==> src/rtl/iova_walk_pkg.sv <==
package iova_walk_pkg;
    localparam int VA_W           = 32;
    localparam int DIR_IDX_W      = 12;
    localparam int PT_IDX_W       = 8;
    localparam int ACI_W          = 4;
    localparam int FLUSH_W        = 18;
    localparam int FLUSH_WALK_BIT = 17;
    localparam int PTB_LSB        = 10;
    localparam logic [1:0] DTE_OK = 2'b01;
    localparam int PTE_VALID_BIT  = 1;
    localparam int ACI_LSB        = 4;

    typedef enum logic [1:0] {
        WK_IDLE = 2'd0,
        WK_DIR  = 2'd1,
        WK_PTE  = 2'd2
    } walk_st_e;
endpackage

==> src/rtl/iova_walk_cache.sv <==
module iova_walk_cache #(
    parameter int TAG_W = 12,
    parameter int PTB_W = 22
) (
    input  logic             clk,
    input  logic             rst_n,
    input  logic [TAG_W-1:0] look_tag,
    output logic             hit,
    output logic [PTB_W-1:0] hit_ptb,
    input  logic             fill,
    input  logic [TAG_W-1:0] fill_tag,
    input  logic [PTB_W-1:0] fill_ptb,
    input  logic             inv
);
    typedef struct packed {
        logic             vld;
        logic [TAG_W-1:0] tag;
        logic [PTB_W-1:0] ptb;
    } ent_t;

    ent_t ent_d, ent_q;

    always_comb begin
        ent_d = ent_q;
        if (inv) begin
            ent_d.vld = 1'b0;
        end else if (fill) begin
            ent_d.vld = 1'b1;
            ent_d.tag = fill_tag;
            ent_d.ptb = fill_ptb;
        end
    end

    always_ff @(posedge clk or negedge rst_n) begin
        if (!rst_n) ent_q <= '0;
        else        ent_q <= ent_d;
    end

    assign hit     = ent_q.vld && (ent_q.tag == look_tag);
    assign hit_ptb = ent_q.ptb;

    // an invalidate leaves nothing to hit on
    p_inv_miss_r9: assert property (@(posedge clk) disable iff (!rst_n)
        inv |=> !hit);
    // a fill is visible to a lookup of the same tag
    p_fill_hit_r8: assert property (@(posedge clk) disable iff (!rst_n)
        (fill && !inv) |=> (ent_q.vld && ent_q.tag == $past(fill_tag)));
endmodule

==> src/rtl/iova_flush_ctl.sv <==
module iova_flush_ctl #(
    parameter int FL_W     = 18,
    parameter int WALK_BIT = 17
) (
    input  logic            clk,
    input  logic            rst_n,
    input  logic            flush_wr,
    input  logic [FL_W-1:0] flush_bits,
    input  logic            busy,
    output logic [FL_W-1:0] pend,
    output logic            cache_inv,
    output logic            hold
);
    logic [FL_W-1:0] pend_d, pend_q;
    logic            done;

    assign done = (|pend_q) && !busy;

    always_comb begin
        pend_d = pend_q;
        if (done) pend_d = '0;
        if (flush_wr) pend_d = pend_d | flush_bits;
    end

    always_ff @(posedge clk or negedge rst_n) begin
        if (!rst_n) pend_q <= '0;
        else        pend_q <= pend_d;
    end

    assign pend      = pend_q;
    assign hold      = |pend_q;
    assign cache_inv = done && pend_q[WALK_BIT];

    // with no walk in flight, pending bits are gone one cycle later
    p_flush_clear_r10: assert property (@(posedge clk) disable iff (!rst_n)
        ((|pend_q) && !busy && !flush_wr) |=> (pend_q == '0));
    // bits held while a walk is still running
    p_flush_hold_r10: assert property (@(posedge clk) disable iff (!rst_n)
        ((|pend_q) && busy && !flush_wr) |=> (pend_q == $past(pend_q)));
endmodule

==> src/rtl/iova_walk_fsm.sv <==
module iova_walk_fsm
    import iova_walk_pkg::*;
#(
    parameter int AW    = 32,
    parameter int DIR_W = 12,
    parameter int PT_W  = 8,
    parameter int AC_W  = 4
) (
    input  logic                  clk,
    input  logic                  rst_n,
    input  logic                  xlate_en,
    input  logic [AW-1:0]         dir_base,
    input  logic                  hold,
    input  logic                  req_valid,
    output logic                  req_ready,
    input  logic [AW-1:0]         req_va,
    output logic                  busy,
    output logic [DIR_W-1:0]      look_tag,
    input  logic                  c_hit,
    input  logic [AW-PTB_LSB-1:0] c_ptb,
    output logic                  c_fill,
    output logic [DIR_W-1:0]      c_fill_tag,
    output logic [AW-PTB_LSB-1:0] c_fill_ptb,
    output logic                  mem_req,
    output logic [AW-1:0]         mem_addr,
    input  logic                  mem_rvalid,
    input  logic [AW-1:0]         mem_rdata,
    output logic                  resp_valid,
    output logic [AW-1:0]         resp_pa,
    output logic [AC_W-1:0]       resp_aci,
    output logic                  resp_fault,
    output logic                  resp_fault_lvl
);
    localparam int OFS_W = AW - DIR_W - PT_W;
    localparam int PTB_W = AW - PTB_LSB;

    typedef struct packed {
        walk_st_e        st;
        logic [AW-1:0]   va;
        logic            mreq;
        logic [AW-1:0]   maddr;
        logic            rv;
        logic [AW-1:0]   pa;
        logic [AC_W-1:0] aci;
        logic            flt;
        logic            lvl;
    } wk_t;

    wk_t w_d, w_q;

    function automatic logic [AW-1:0] dir_addr(input logic [AW-1:0] base,
                                               input logic [AW-1:0] va);
        return base + {{(AW-DIR_W-2){1'b0}}, va[AW-1 -: DIR_W], 2'b00};
    endfunction

    function automatic logic [AW-1:0] pte_addr(input logic [PTB_W-1:0] ptb,
                                               input logic [AW-1:0] va);
        return {ptb, {PTB_LSB{1'b0}}}
             + {{(AW-PT_W-2){1'b0}}, va[OFS_W +: PT_W], 2'b00};
    endfunction

    assign look_tag   = req_va[AW-1 -: DIR_W];
    assign c_fill_tag = w_q.va[AW-1 -: DIR_W];
    assign c_fill_ptb = mem_rdata[AW-1:PTB_LSB];

    always_comb begin
        w_d    = w_q;
        w_d.rv = 1'b0;
        c_fill = 1'b0;
        unique case (w_q.st)
            WK_IDLE: begin
                if (req_valid && !hold) begin
                    w_d.va = req_va;
                    if (!xlate_en) begin
                        w_d.rv  = 1'b1;
                        w_d.pa  = req_va;
                        w_d.aci = '0;
                        w_d.flt = 1'b0;
                        w_d.lvl = 1'b0;
                    end else if (c_hit) begin
                        w_d.st    = WK_PTE;
                        w_d.mreq  = 1'b1;
                        w_d.maddr = pte_addr(c_ptb, req_va);
                    end else begin
                        w_d.st    = WK_DIR;
                        w_d.mreq  = 1'b1;
                        w_d.maddr = dir_addr(dir_base, req_va);
                    end
                end
            end
            WK_DIR: begin
                if (mem_rvalid) begin
                    if (mem_rdata[1:0] == DTE_OK) begin
                        c_fill    = 1'b1;
                        w_d.st    = WK_PTE;
                        w_d.maddr = pte_addr(mem_rdata[AW-1:PTB_LSB], w_q.va);
                    end else begin
                        w_d.st   = WK_IDLE;
                        w_d.mreq = 1'b0;
                        w_d.rv   = 1'b1;
                        w_d.pa   = '0;
                        w_d.aci  = '0;
                        w_d.flt  = 1'b1;
                        w_d.lvl  = 1'b0;
                    end
                end
            end
            WK_PTE: begin
                if (mem_rvalid) begin
                    w_d.st   = WK_IDLE;
                    w_d.mreq = 1'b0;
                    w_d.rv   = 1'b1;
                    if (mem_rdata[PTE_VALID_BIT]) begin
                        w_d.pa  = {mem_rdata[AW-1:OFS_W], w_q.va[OFS_W-1:0]};
                        w_d.aci = mem_rdata[ACI_LSB +: AC_W];
                        w_d.flt = 1'b0;
                        w_d.lvl = 1'b0;
                    end else begin
                        w_d.pa  = '0;
                        w_d.aci = '0;
                        w_d.flt = 1'b1;
                        w_d.lvl = 1'b1;
                    end
                end
            end
            default: w_d.st = WK_IDLE;
        endcase
    end

    always_ff @(posedge clk or negedge rst_n) begin
        if (!rst_n) w_q <= '{st: WK_IDLE, default: '0};
        else        w_q <= w_d;
    end

    logic unused_rsvd;
    assign unused_rsvd = ^{mem_rdata[PTB_LSB-1:2], mem_rdata[0]};

    assign busy           = (w_q.st != WK_IDLE);
    assign req_ready      = !busy && !hold;
    assign mem_req        = w_q.mreq;
    assign mem_addr       = w_q.maddr;
    assign resp_valid     = w_q.rv;
    assign resp_pa        = w_q.pa;
    assign resp_aci       = w_q.aci;
    assign resp_fault     = w_q.flt;
    assign resp_fault_lvl = w_q.lvl;

    // a translated request blocks the next one
    p_single_walk_r11: assert property (@(posedge clk) disable iff (!rst_n)
        (req_valid && req_ready && xlate_en) |=> !req_ready);
    // no memory traffic without a walk
    p_idle_quiet_r11: assert property (@(posedge clk) disable iff (!rst_n)
        !busy |-> !mem_req);
    // read address held until data returns
    p_mem_hold_r3: assert property (@(posedge clk) disable iff (!rst_n)
        (mem_req && !mem_rvalid) |=> (mem_req && $stable(mem_addr)));
    // pass-through answers next cycle with the same address
    p_bypass_r2: assert property (@(posedge clk) disable iff (!rst_n)
        (req_valid && req_ready && !xlate_en) |=>
            (resp_valid && resp_pa == $past(req_va) && !resp_fault));
    // a pending flush stops acceptance
    p_flush_block_r10: assert property (@(posedge clk) disable iff (!rst_n)
        hold |-> !req_ready);
endmodule

==> src/rtl/iova_walker.sv <==
module iova_walker
    import iova_walk_pkg::*;
#(
    parameter int AW       = VA_W,
    parameter int DIR_W    = DIR_IDX_W,
    parameter int PT_W     = PT_IDX_W,
    parameter int AC_W     = ACI_W,
    parameter int FL_W     = FLUSH_W,
    parameter int WALK_BIT = FLUSH_WALK_BIT
) (
    input  logic            clk,
    input  logic            rst_n,
    input  logic            xlate_en,
    input  logic [AW-1:0]   dir_base,
    input  logic            flush_wr,
    input  logic [FL_W-1:0] flush_bits,
    output logic [FL_W-1:0] flush_pend,
    input  logic            req_valid,
    output logic            req_ready,
    input  logic [AW-1:0]   req_va,
    output logic            resp_valid,
    output logic [AW-1:0]   resp_pa,
    output logic [AC_W-1:0] resp_aci,
    output logic            resp_fault,
    output logic            resp_fault_lvl,
    output logic            mem_req,
    output logic [AW-1:0]   mem_addr,
    input  logic            mem_rvalid,
    input  logic [AW-1:0]   mem_rdata
);
    localparam int PTB_W = AW - PTB_LSB;

    logic             busy, hold, c_inv, c_hit, c_fill;
    logic [DIR_W-1:0] look_tag, c_fill_tag;
    logic [PTB_W-1:0] c_ptb, c_fill_ptb;

    iova_flush_ctl #(.FL_W(FL_W), .WALK_BIT(WALK_BIT)) u_flush (
        .clk(clk), .rst_n(rst_n), .flush_wr(flush_wr), .flush_bits(flush_bits),
        .busy(busy), .pend(flush_pend), .cache_inv(c_inv), .hold(hold)
    );

    iova_walk_cache #(.TAG_W(DIR_W), .PTB_W(PTB_W)) u_cache (
        .clk(clk), .rst_n(rst_n), .look_tag(look_tag), .hit(c_hit),
        .hit_ptb(c_ptb), .fill(c_fill), .fill_tag(c_fill_tag),
        .fill_ptb(c_fill_ptb), .inv(c_inv)
    );

    iova_walk_fsm #(.AW(AW), .DIR_W(DIR_W), .PT_W(PT_W), .AC_W(AC_W)) u_fsm (
        .clk(clk), .rst_n(rst_n), .xlate_en(xlate_en), .dir_base(dir_base),
        .hold(hold), .req_valid(req_valid), .req_ready(req_ready),
        .req_va(req_va), .busy(busy), .look_tag(look_tag), .c_hit(c_hit),
        .c_ptb(c_ptb), .c_fill(c_fill), .c_fill_tag(c_fill_tag),
        .c_fill_ptb(c_fill_ptb), .mem_req(mem_req), .mem_addr(mem_addr),
        .mem_rvalid(mem_rvalid), .mem_rdata(mem_rdata),
        .resp_valid(resp_valid), .resp_pa(resp_pa), .resp_aci(resp_aci),
        .resp_fault(resp_fault), .resp_fault_lvl(resp_fault_lvl)
    );
endmodule

==> config.mk <==
export PLATFORM = sky130hd
export DESIGN_NAME = iova_walker
export DESIGN_NICKNAME = d
export VERILOG_FILES = /design/src/rtl/iova_walk_pkg.sv /design/src/rtl/iova_walk_cache.sv /design/src/rtl/iova_flush_ctl.sv /design/src/rtl/iova_walk_fsm.sv /design/src/rtl/iova_walker.sv
export SDC_FILE = /design/constraint.sdc
export NUM_CORES = 1
export LEC_CHECK = 0
export ABC_AREA = 1
export BUFFER_PORTS_ARGS = -buffer_cell sky130_fd_sc_hd__buf_2
export CORE_MARGIN = 1
export CORE_UTILIZATION = 25
export DETAILED_ROUTE_END_ITERATION = 8
export GPL_TIMING_DRIVEN = 0
export PLACE_DENSITY = 0.42
export SYNTH_ARGS = -nofsm -noshare
export SYNTH_HDL_FRONTEND = slang
export SYNTH_SLANG_ARGS = --single-unit
==> constraint.sdc <==
create_clock -name clk -period 4.18 [get_ports clk]
set_input_delay 0.209 -clock clk [delete_from_list [all_inputs] [get_ports clk]]
set_output_delay 0.209 -clock clk [all_outputs]
set_load 0.05 [all_outputs]
==> results.md, run 1 <==
* CP top delay family: simple AND/OR/NAND/NOR gates
* Synth cell types at 34
* Asr flop ratio synth at 100.0%
* Final period util at 67.36%
* Post-CTS Setup Repair Bufs at 0
* Grt total ovfl at 0
* Fill cells at ~4,300
* Placed Instance Area at 11,200 um^2
* Slew Viols, Final at 0
* Via count at 9,451
* Number of diodes at 0
* CORE AREA at about 37,000 um^2
* Relative slew slack at a little over half
* Die height at 197.0 um
* CP required at between 4 and 5 ns
* Post-CTS sizing at 0
* Arr. time, crit path at 3.13 ns
* Mean routed wirelength per cell at 17.45 um
* #FFs+latches synth at approximately 160
* GRT Total Usage at between 15 and 20%
* Multi-input gate area at 4238 um^2
* Clock transition at the registers of the reported paths at around 0.060 ns
* Area delta synth->final at 27.11%
* Slowest cell on crit path: nand3_1
* Post-Layout Cell Count at about 2,100
* Iter 0 DRT Violations at between 400 and 500
* Reg area at 3979 um^2
* Routed Antenna Nets at 0
* Max_cap viols at 0
* Vias per cell at 4.494
* CTS tree: done
* Mapped Cells at roughly 1,300
* WS Path Type: reg2reg
* First-pass GRT wire length at between 50,000 and 60,000 um
* Post-place setup slack at roughly 1.3 ns
* Seq/Total Area, Yosys at between 40% and 50%
* Number of CTS-inserted buffers at 17
* Synthesized area per cell at 7.166 um^2
* Crit end category: flip-flop
* Yosys warns at 0
* FP Rows at 71
* Setup_tns at 0 ns
* Fin. Hold Viols at 0
* Placed Instances at 2,043
* Routability cong. at approximately 0.89
* CTS Hold Bufs at 28
* Critical path's largest stage delay at about 0.55 ns
* Detail Placement HPWL at approximately 29,000 um
* Drt total wl at approximately 37,000 um
* Initial Util at 25.35%
* I/O Buffers at 205
* Clk root buf: clkbuf_16
* Initial antenna violation count at 4
* Setup Skew at about 0.015 ns
* Ratio of cells with drive above 1 in the final layout at between 20 and 25%
* CTS sink cnt at ~160
* Vias in the first global route at 9,441
* Worst slew pin tran at 0.7181 ns
* Die ar. at approximately 39,000 um^2
* TritonRoute pass-1 iters at 5
* Commonest non-fill, non-tap cell in the layout: nand2_1
* Die W at 197.0 um
* Hold Path Class: in2reg
* Fin crit period at 2.816 ns
* Static leakage at 0.006547 uW
* F_max at approximately 360 MHz
* PwrDens at between 300 and 400 nW/um^2
* Final worst slack at ~1.4 ns
* Crit path max fanout at 10
* Hold_ws at 0.008731 ns
* CP bufs+invs at 2
* Mapped Nets at 1,463
* Post-route DRC at 0
* Clock Latency Late Sink at 0.43 ns
* Commonest non-fill, non-tap cells in the layout: nand2_1, buf_2, dfrtp_1, nor2_1, inv_1
* H-tree Lvls at 4
* Worst setup SP type: flip-flop
* VDD IR max at about 220 uV
* I/O Pins at 211
* Nets at roughly 1,700
* Number of enable flip-flop cells after synthesis at 0
* Ys flop type: dfrtp_1
* Mapped Area at approximately 9500 um^2
* RSZ-0062 raised after global routing: no
* # setup viols final at 0
* Final instance area at around 12,000 um^2
* Status: completed
* CP Cell Sequence: inv_1, ha_1, nand2_1, nor3_1, o21bai_1, nand3_1, buf_2, nor2_1, a21oi_1
* Clk buf depth at 2
* Largest net degree at the start of global routing at 95
layout make-up:
cell class,instances,area share (%)
Buffer,125,6.257
Clock buffer,21,3.812
Clock inverter,11,1.098
Inverter,141,4.382
Multi-Input combinational cell,901,35.09
Sequential cell,159,32.94
Tap cell,511,5.294
Timing Repair Buffer,234,11.13
cell usage after synthesis, types with 5 or more instances:
| master | count | area share [%] |
|---|---|---|
| xnor2_1 | 12 | 1.1 |
| nor2_1 | 158 | 6.2 |
| o21ai_0 | 71 | 3.7 |
| buf_2 | 25 | 1.3 |
| or2_2 | 5 | 0.33 |
| a21oi_1 | 99 | 5.2 |
| o21ai_1 | 6 | 0.32 |
| a22o_1 | 9 | 0.83 |
| inv_1 | 138 | 5.5 |
| nand2_1 | 332 | 13 |
| nor3_1 | 50 | 2.6 |
| nand4_1 | 20 | 1.3 |
| nand3_1 | 84 | 4.4 |
| clkbuf_1 | 31 | 1.2 |
| ha_1 | 16 | 2.1 |
| o211ai_1 | 9 | 0.71 |
| nand3b_1 | 6 | 0.47 |
| dfrtp_1 | 159 | 42 |
| a31oi_1 | 9 | 0.59 |
| buf_4 | 68 | 5.4 |
report_power, final:
part | switching (uW) | leakage [uW] | internal (uW)
Combinational | 631 | 0.00418 | 303
Sequential | 65.6 | 0.00208 | 1650
Clock | 689 | 0.000284 | 919
worst register-to-register path: stages (launching register included):
cell and delay, ns:
dfrtp_1 0.41, inv_1 0.10, ha_1 0.31, nand2_1 0.14, nor3_1 0.27, o21bai_1 0.34
nand3_1 0.55, buf_2 0.37, nor2_1 0.13, a21oi_1 0.08
final timing paths:
check,slack (ns),cells past startpoint,to,from
max reg2reg,1.36,9,u_fsm.mem_addr[22],u_fsm.w_q[105]
max,1.36,9,u_fsm.mem_addr[22],u_fsm.w_q[105]
min,0.009,3,u_fsm.w_q[83],req_va[11]
min in group asynchronous,0.31,2,u_fsm.resp_aci[3],rst_n
max in group asynchronous,2.96,3,u_fsm.w_q[84],rst_n
min reg2reg,0.48,2,u_fsm.resp_aci[2],u_fsm.resp_aci[2]
cell families (layout without fill, tap and decap cells):
group / after synthesis / after routing / synth area share [%]
simple gates: 661 / 661 / 29.01
buf+inv: 266 / 532 / 13.52
compound gates: 210 / 210 / 12.08
flops: 159 / 159 / 41.88
fa+ha+maj: 17 / 17 / 2.318
xor+xnor: 13 / 13 / 1.198
registers in the layout, indices dropped and copies added, names as in the netlist:
name / flops
u_cache.ent_q: 13
u_fsm.mem_req: 1
u_fsm.mem_addr: 32
u_fsm.w_q: 22
u_fsm.resp_aci: 4
u_flush.pend: 18
u_fsm.resp_pa: 32
u_fsm.resp_valid: 1
u_fsm.resp_fault: 1
u_fsm.resp_fault_lvl: 1
u_fsm.c_fill_tag: 12
u_cache.hit_ptb: 22
through the flow:
| step | util (%) | power (uW) |
|---|---|---|
| after global placement | 29.79 | 2656 |
| after detailed placement | 29.89 | 2661 |
| after global routing | 32.22 | 4449 |
| after floorplan | - | 2340 |
| final | 32.22 | 4252 |
| after CTS | 32.22 | 4300 |
per-layer routing:
layer	global-route usage, %	vias up	share of wire (%)
li1	-	4699	-
met2	31.59	263	46
met4	5.053	6	1.9
met1	26.22	4446	47
met5	0	-	0.11
met3	3.149	37	5.2
Power figures use the tool's default switching activity.
==> run 2: changes to the inputs <==
Settings changed: ABC_AREA 1 to 0, PLACE_DENSITY 0.42 to 0.43.
Clock period 4.18 ns to 2.7 ns, I/O delays scaled along.
==> results.md, run 2 <==
* Max_cap viols at 0 (unchanged)
* CTS sink cnt at 159 (unchanged)
* Nets at 1,243 (-28%)
* Top-count cell post-synth: dfrtp_1
* Area share of the largest cell type after synthesis at 46.28% (+4.4 points)
* Routability cong. at 0.7966 (-11%)
* Static leakage at 0.005670 uW (-13%)
* F_max at about 400 MHz
* Clk root buf: clkbuf_16
* Setup Skew at 0.01399 ns (-0.0005367 ns)
* Synth top cells by count: dfrtp_1, nand2_1, buf_4, mux2_1, o21ai_1
* PwrDens at 532.1 nW/um^2 (+51%)
* Commonest non-fill, non-tap cells in the layout: buf_2, dfrtp_1, nand2_1, buf_4, mux2_1
* Met2 GRT Util at 26.54% (-5.1 points)
* Number of CTS-inserted buffers at 17 (unchanged)
* Synth area leaders: dfrtp_1, mux2_1, buf_4, nand2_1, a22oi_1
* Worst setup SP type: input port
* Post-Layout Cell Count at 1,570 (-25%)
* Asr flop ratio synth at 100.0% (unchanged)
* Arr. time, crit path at 2.90 ns (-0.23 ns)
* Seq/Total Area, Yosys at 46.28% (+4.4 points)
* Commonest non-fill, non-tap cell in the layout: buf_2
* First-pass GRT wire length at 44,940 um (-20%)
* Synthesized area per cell at 10.43 um^2 (+46%)
* Cell taking the most area after synthesis: dfrtp_1
* Met3 usage at 3.283% (+0.13 points)
* Via count at 7,095 (-25%)
* Crit path max fanout at 7 (-3)
* Status: finished with violations
* Die W at 187.4 um (-4.8%)
* GR Util met1 at 23.82% (-2.4 points)
* Vias in the first global route at 7,304 (-23%)
* Drt total wl at 29,390 um (-20%)
* GRT Total Usage at 17.04% (-2.2 points)
* Failing checks: hold timing
* Ys flop type: dfrtp_1
* Crit end category: flip-flop
* Final period util at 94.28%
* WS Path Type: in2reg
* Power after layout at 6119 uW (+44%)
* Initial antenna violation count at 3 (-1)
* CTS tree: done
* Grt total ovfl at 0 (unchanged)
* Mapped Cells at 824 (-38%)
* Hold_ws at -0.001998 ns (-0.01073 ns)
* Slew Viols, Final at 0 (unchanged)
* Die ar. at 35,130 um^2 (-9.4%)
* Mean routed wirelength per cell at 18.72 um (+7.3%)
* #FFs+latches synth at 159 (unchanged)
* Number of enable flip-flop cells after synthesis at 0 (unchanged)
* Placed Instances at 1,478 (-28%)
* Clock transition at the registers of the reported paths at 0.07 ns (about the same)
* Fin. Hold Viols at 1 (+1)
* FP Rows at 67 (-5.6%)
* Mapped Area at 8597 um^2 (-9.5%)
* Most crowded layer after global routing: met2
* Detail Placement HPWL at 22,130 um (-23%)
* Area delta synth->final at 33.75%
* RSZ-0062 raised after global routing: no
* Mapped Nets at 961 (-34%)
* Vias per cell at 4.519 (+0.56%)
* Ratio of cells with drive above 1 in the final layout at 33.87% (+12 points)
* Iter 0 DRT Violations at 346 (-23%)
* Die height at 187.4 um (-4.8%)
* Post-route DRC at 0 (unchanged)
* Post-CTS Setup Repair Bufs at 0 (unchanged)
* Clock Latency Late Sink at 0.43 ns (about the same)
* Yosys warns at 0 (unchanged)
* Hold Path Class: in2reg
* VDD IR max at 403.6 uV (+85%)
* Initial Util at 25.51% (+0.17 points)
* Core Util, Final at 34.12% (+1.9 points)
* Routed Antenna Nets at 0 (unchanged)
* # setup viols final at 0 (unchanged)
* Relative slew slack at 45.36% (-6.8 points)
* Worst slew pin tran at 0.8196 ns (+0.1015 ns)
* Clk buf depth at 2 (unchanged)
* I/O Buffers at 205 (unchanged)
* CP required at 3.06 ns (-1.43 ns)
* H-tree Lvls at 4 (unchanged)
* Synth cell types at 65 (+91%)
* CORE AREA at 33,700 um^2 (-10%)
* Largest net degree at the start of global routing at 97 (+2.1%)
* Fin crit period at approximately 2.5 ns
* TritonRoute pass-1 iters at 5 (unchanged)
* I/O Pins at 211 (unchanged)
[run 2: cell types whose count changed after synthesis, sizes merged, moves of 48 or more]
cell   previous run  this run
mux2              0        67
a21oi            99        40
nand3            85        31
inv             141         6
nor3             51         3
nor2            159        37
nand2           332        94
[run 2: logic make-up after synthesis]
| family | count (synthesis) | synth area share [%] |
|---|---|---|
| XOR/XNOR | 36 | 3.668 |
| adder cells (fa/ha/maj) | 17 | 2.561 |
| flip-flops | 159 | 46.28 |
| AO/OA/AOI/OAI | 211 | 17.09 |
| buffers and inverters | 119 | 9.227 |
| multiplexers | 67 | 8.776 |
| AND/OR/NAND/NOR | 215 | 12.40 |
[run 2: final timing paths]
check / start / endpoint / slack [ns] / cells after the start
max in group asynchronous: rst_n / u_fsm.mem_addr[24] / 1.56 / 3
worst min register to register: u_fsm.mem_addr[1] / u_fsm.mem_addr[1] / 0.47 / 2
min in group asynchronous: rst_n / u_fsm.mem_addr[0] / 0.23 / 2
worst max-delay path: req_va[28] / u_fsm.mem_addr[31] / 0.15 / 11
worst max register to register: u_fsm.w_q[105] / u_fsm.mem_addr[31] / 0.23 / 10
worst min-delay path: mem_rdata[17] / u_cache.hit_ptb[7] / -0.002 / 2
[run 2: what timing repair did]
item,CTS,global route
pin swaps,0,0
gates cloned,0,0
hold buffers,56,2
hold endpoints to repair,126,2
resized for setup,2,6
setup endpoints to repair,17,18
[run 2: layout make-up]
cell class / count / area [um^2]
Sequential cell: 159 / 3979
Inverter: 6 / 22.52
Fill cell: 3551 / 22200
Clock inverter: 12 / 202.7
Clock buffer: 20 / 466.7
Timing Repair Buffer: 264 / 1644
Tap cell: 448 / 560.5
Antenna cell: 3 / 7.507
Buffer: 112 / 773.2
Multi-Input combinational cell: 546 / 3842
[run 2: power breakdown]
| group | internal [uW] | leakage [uW] | switching, uW |
|---|---|---|---|
| sequential | 2460 | 0.00219 | 51.0 |
| clock | 1720 | 0.000327 | 1060 |
| combinational | 323 | 0.00315 | 500 |
| total | 4510 | 0.00567 | 1610 |
[run 2: metrics by stage]
stage	TNS (ns)	area, um^2	setup WS, ns
floorplan	0	8597	0.1269
global placement	-208.47	10180	-1.327
detailed placement	-0.9050	10220	-0.1072
CTS	0	11450	0.08926
global route	0	11500	0.02378
finish	0	11500	0.1545
[run 2: worst max-delay path, cell delays in order]
cell and delay [ns]:
dlygate4sd3_1 0.53, buf_2 0.16, ha_1 0.27, buf_2 0.18
a21oi_2 0.26, nor2_1 0.14, a211oi_4 0.41, a21oi_2 0.17
xnor2_1 0.15, a2111o_1 0.42, nand3_1 0.09
[run 2: metal layers]
metal  up-vias  part of all wire (%)
li1       3462                     -
met1      3455                    49
met2       160                    45
met3        18                   3.7
met4         0                   1.6
met5         -                     0
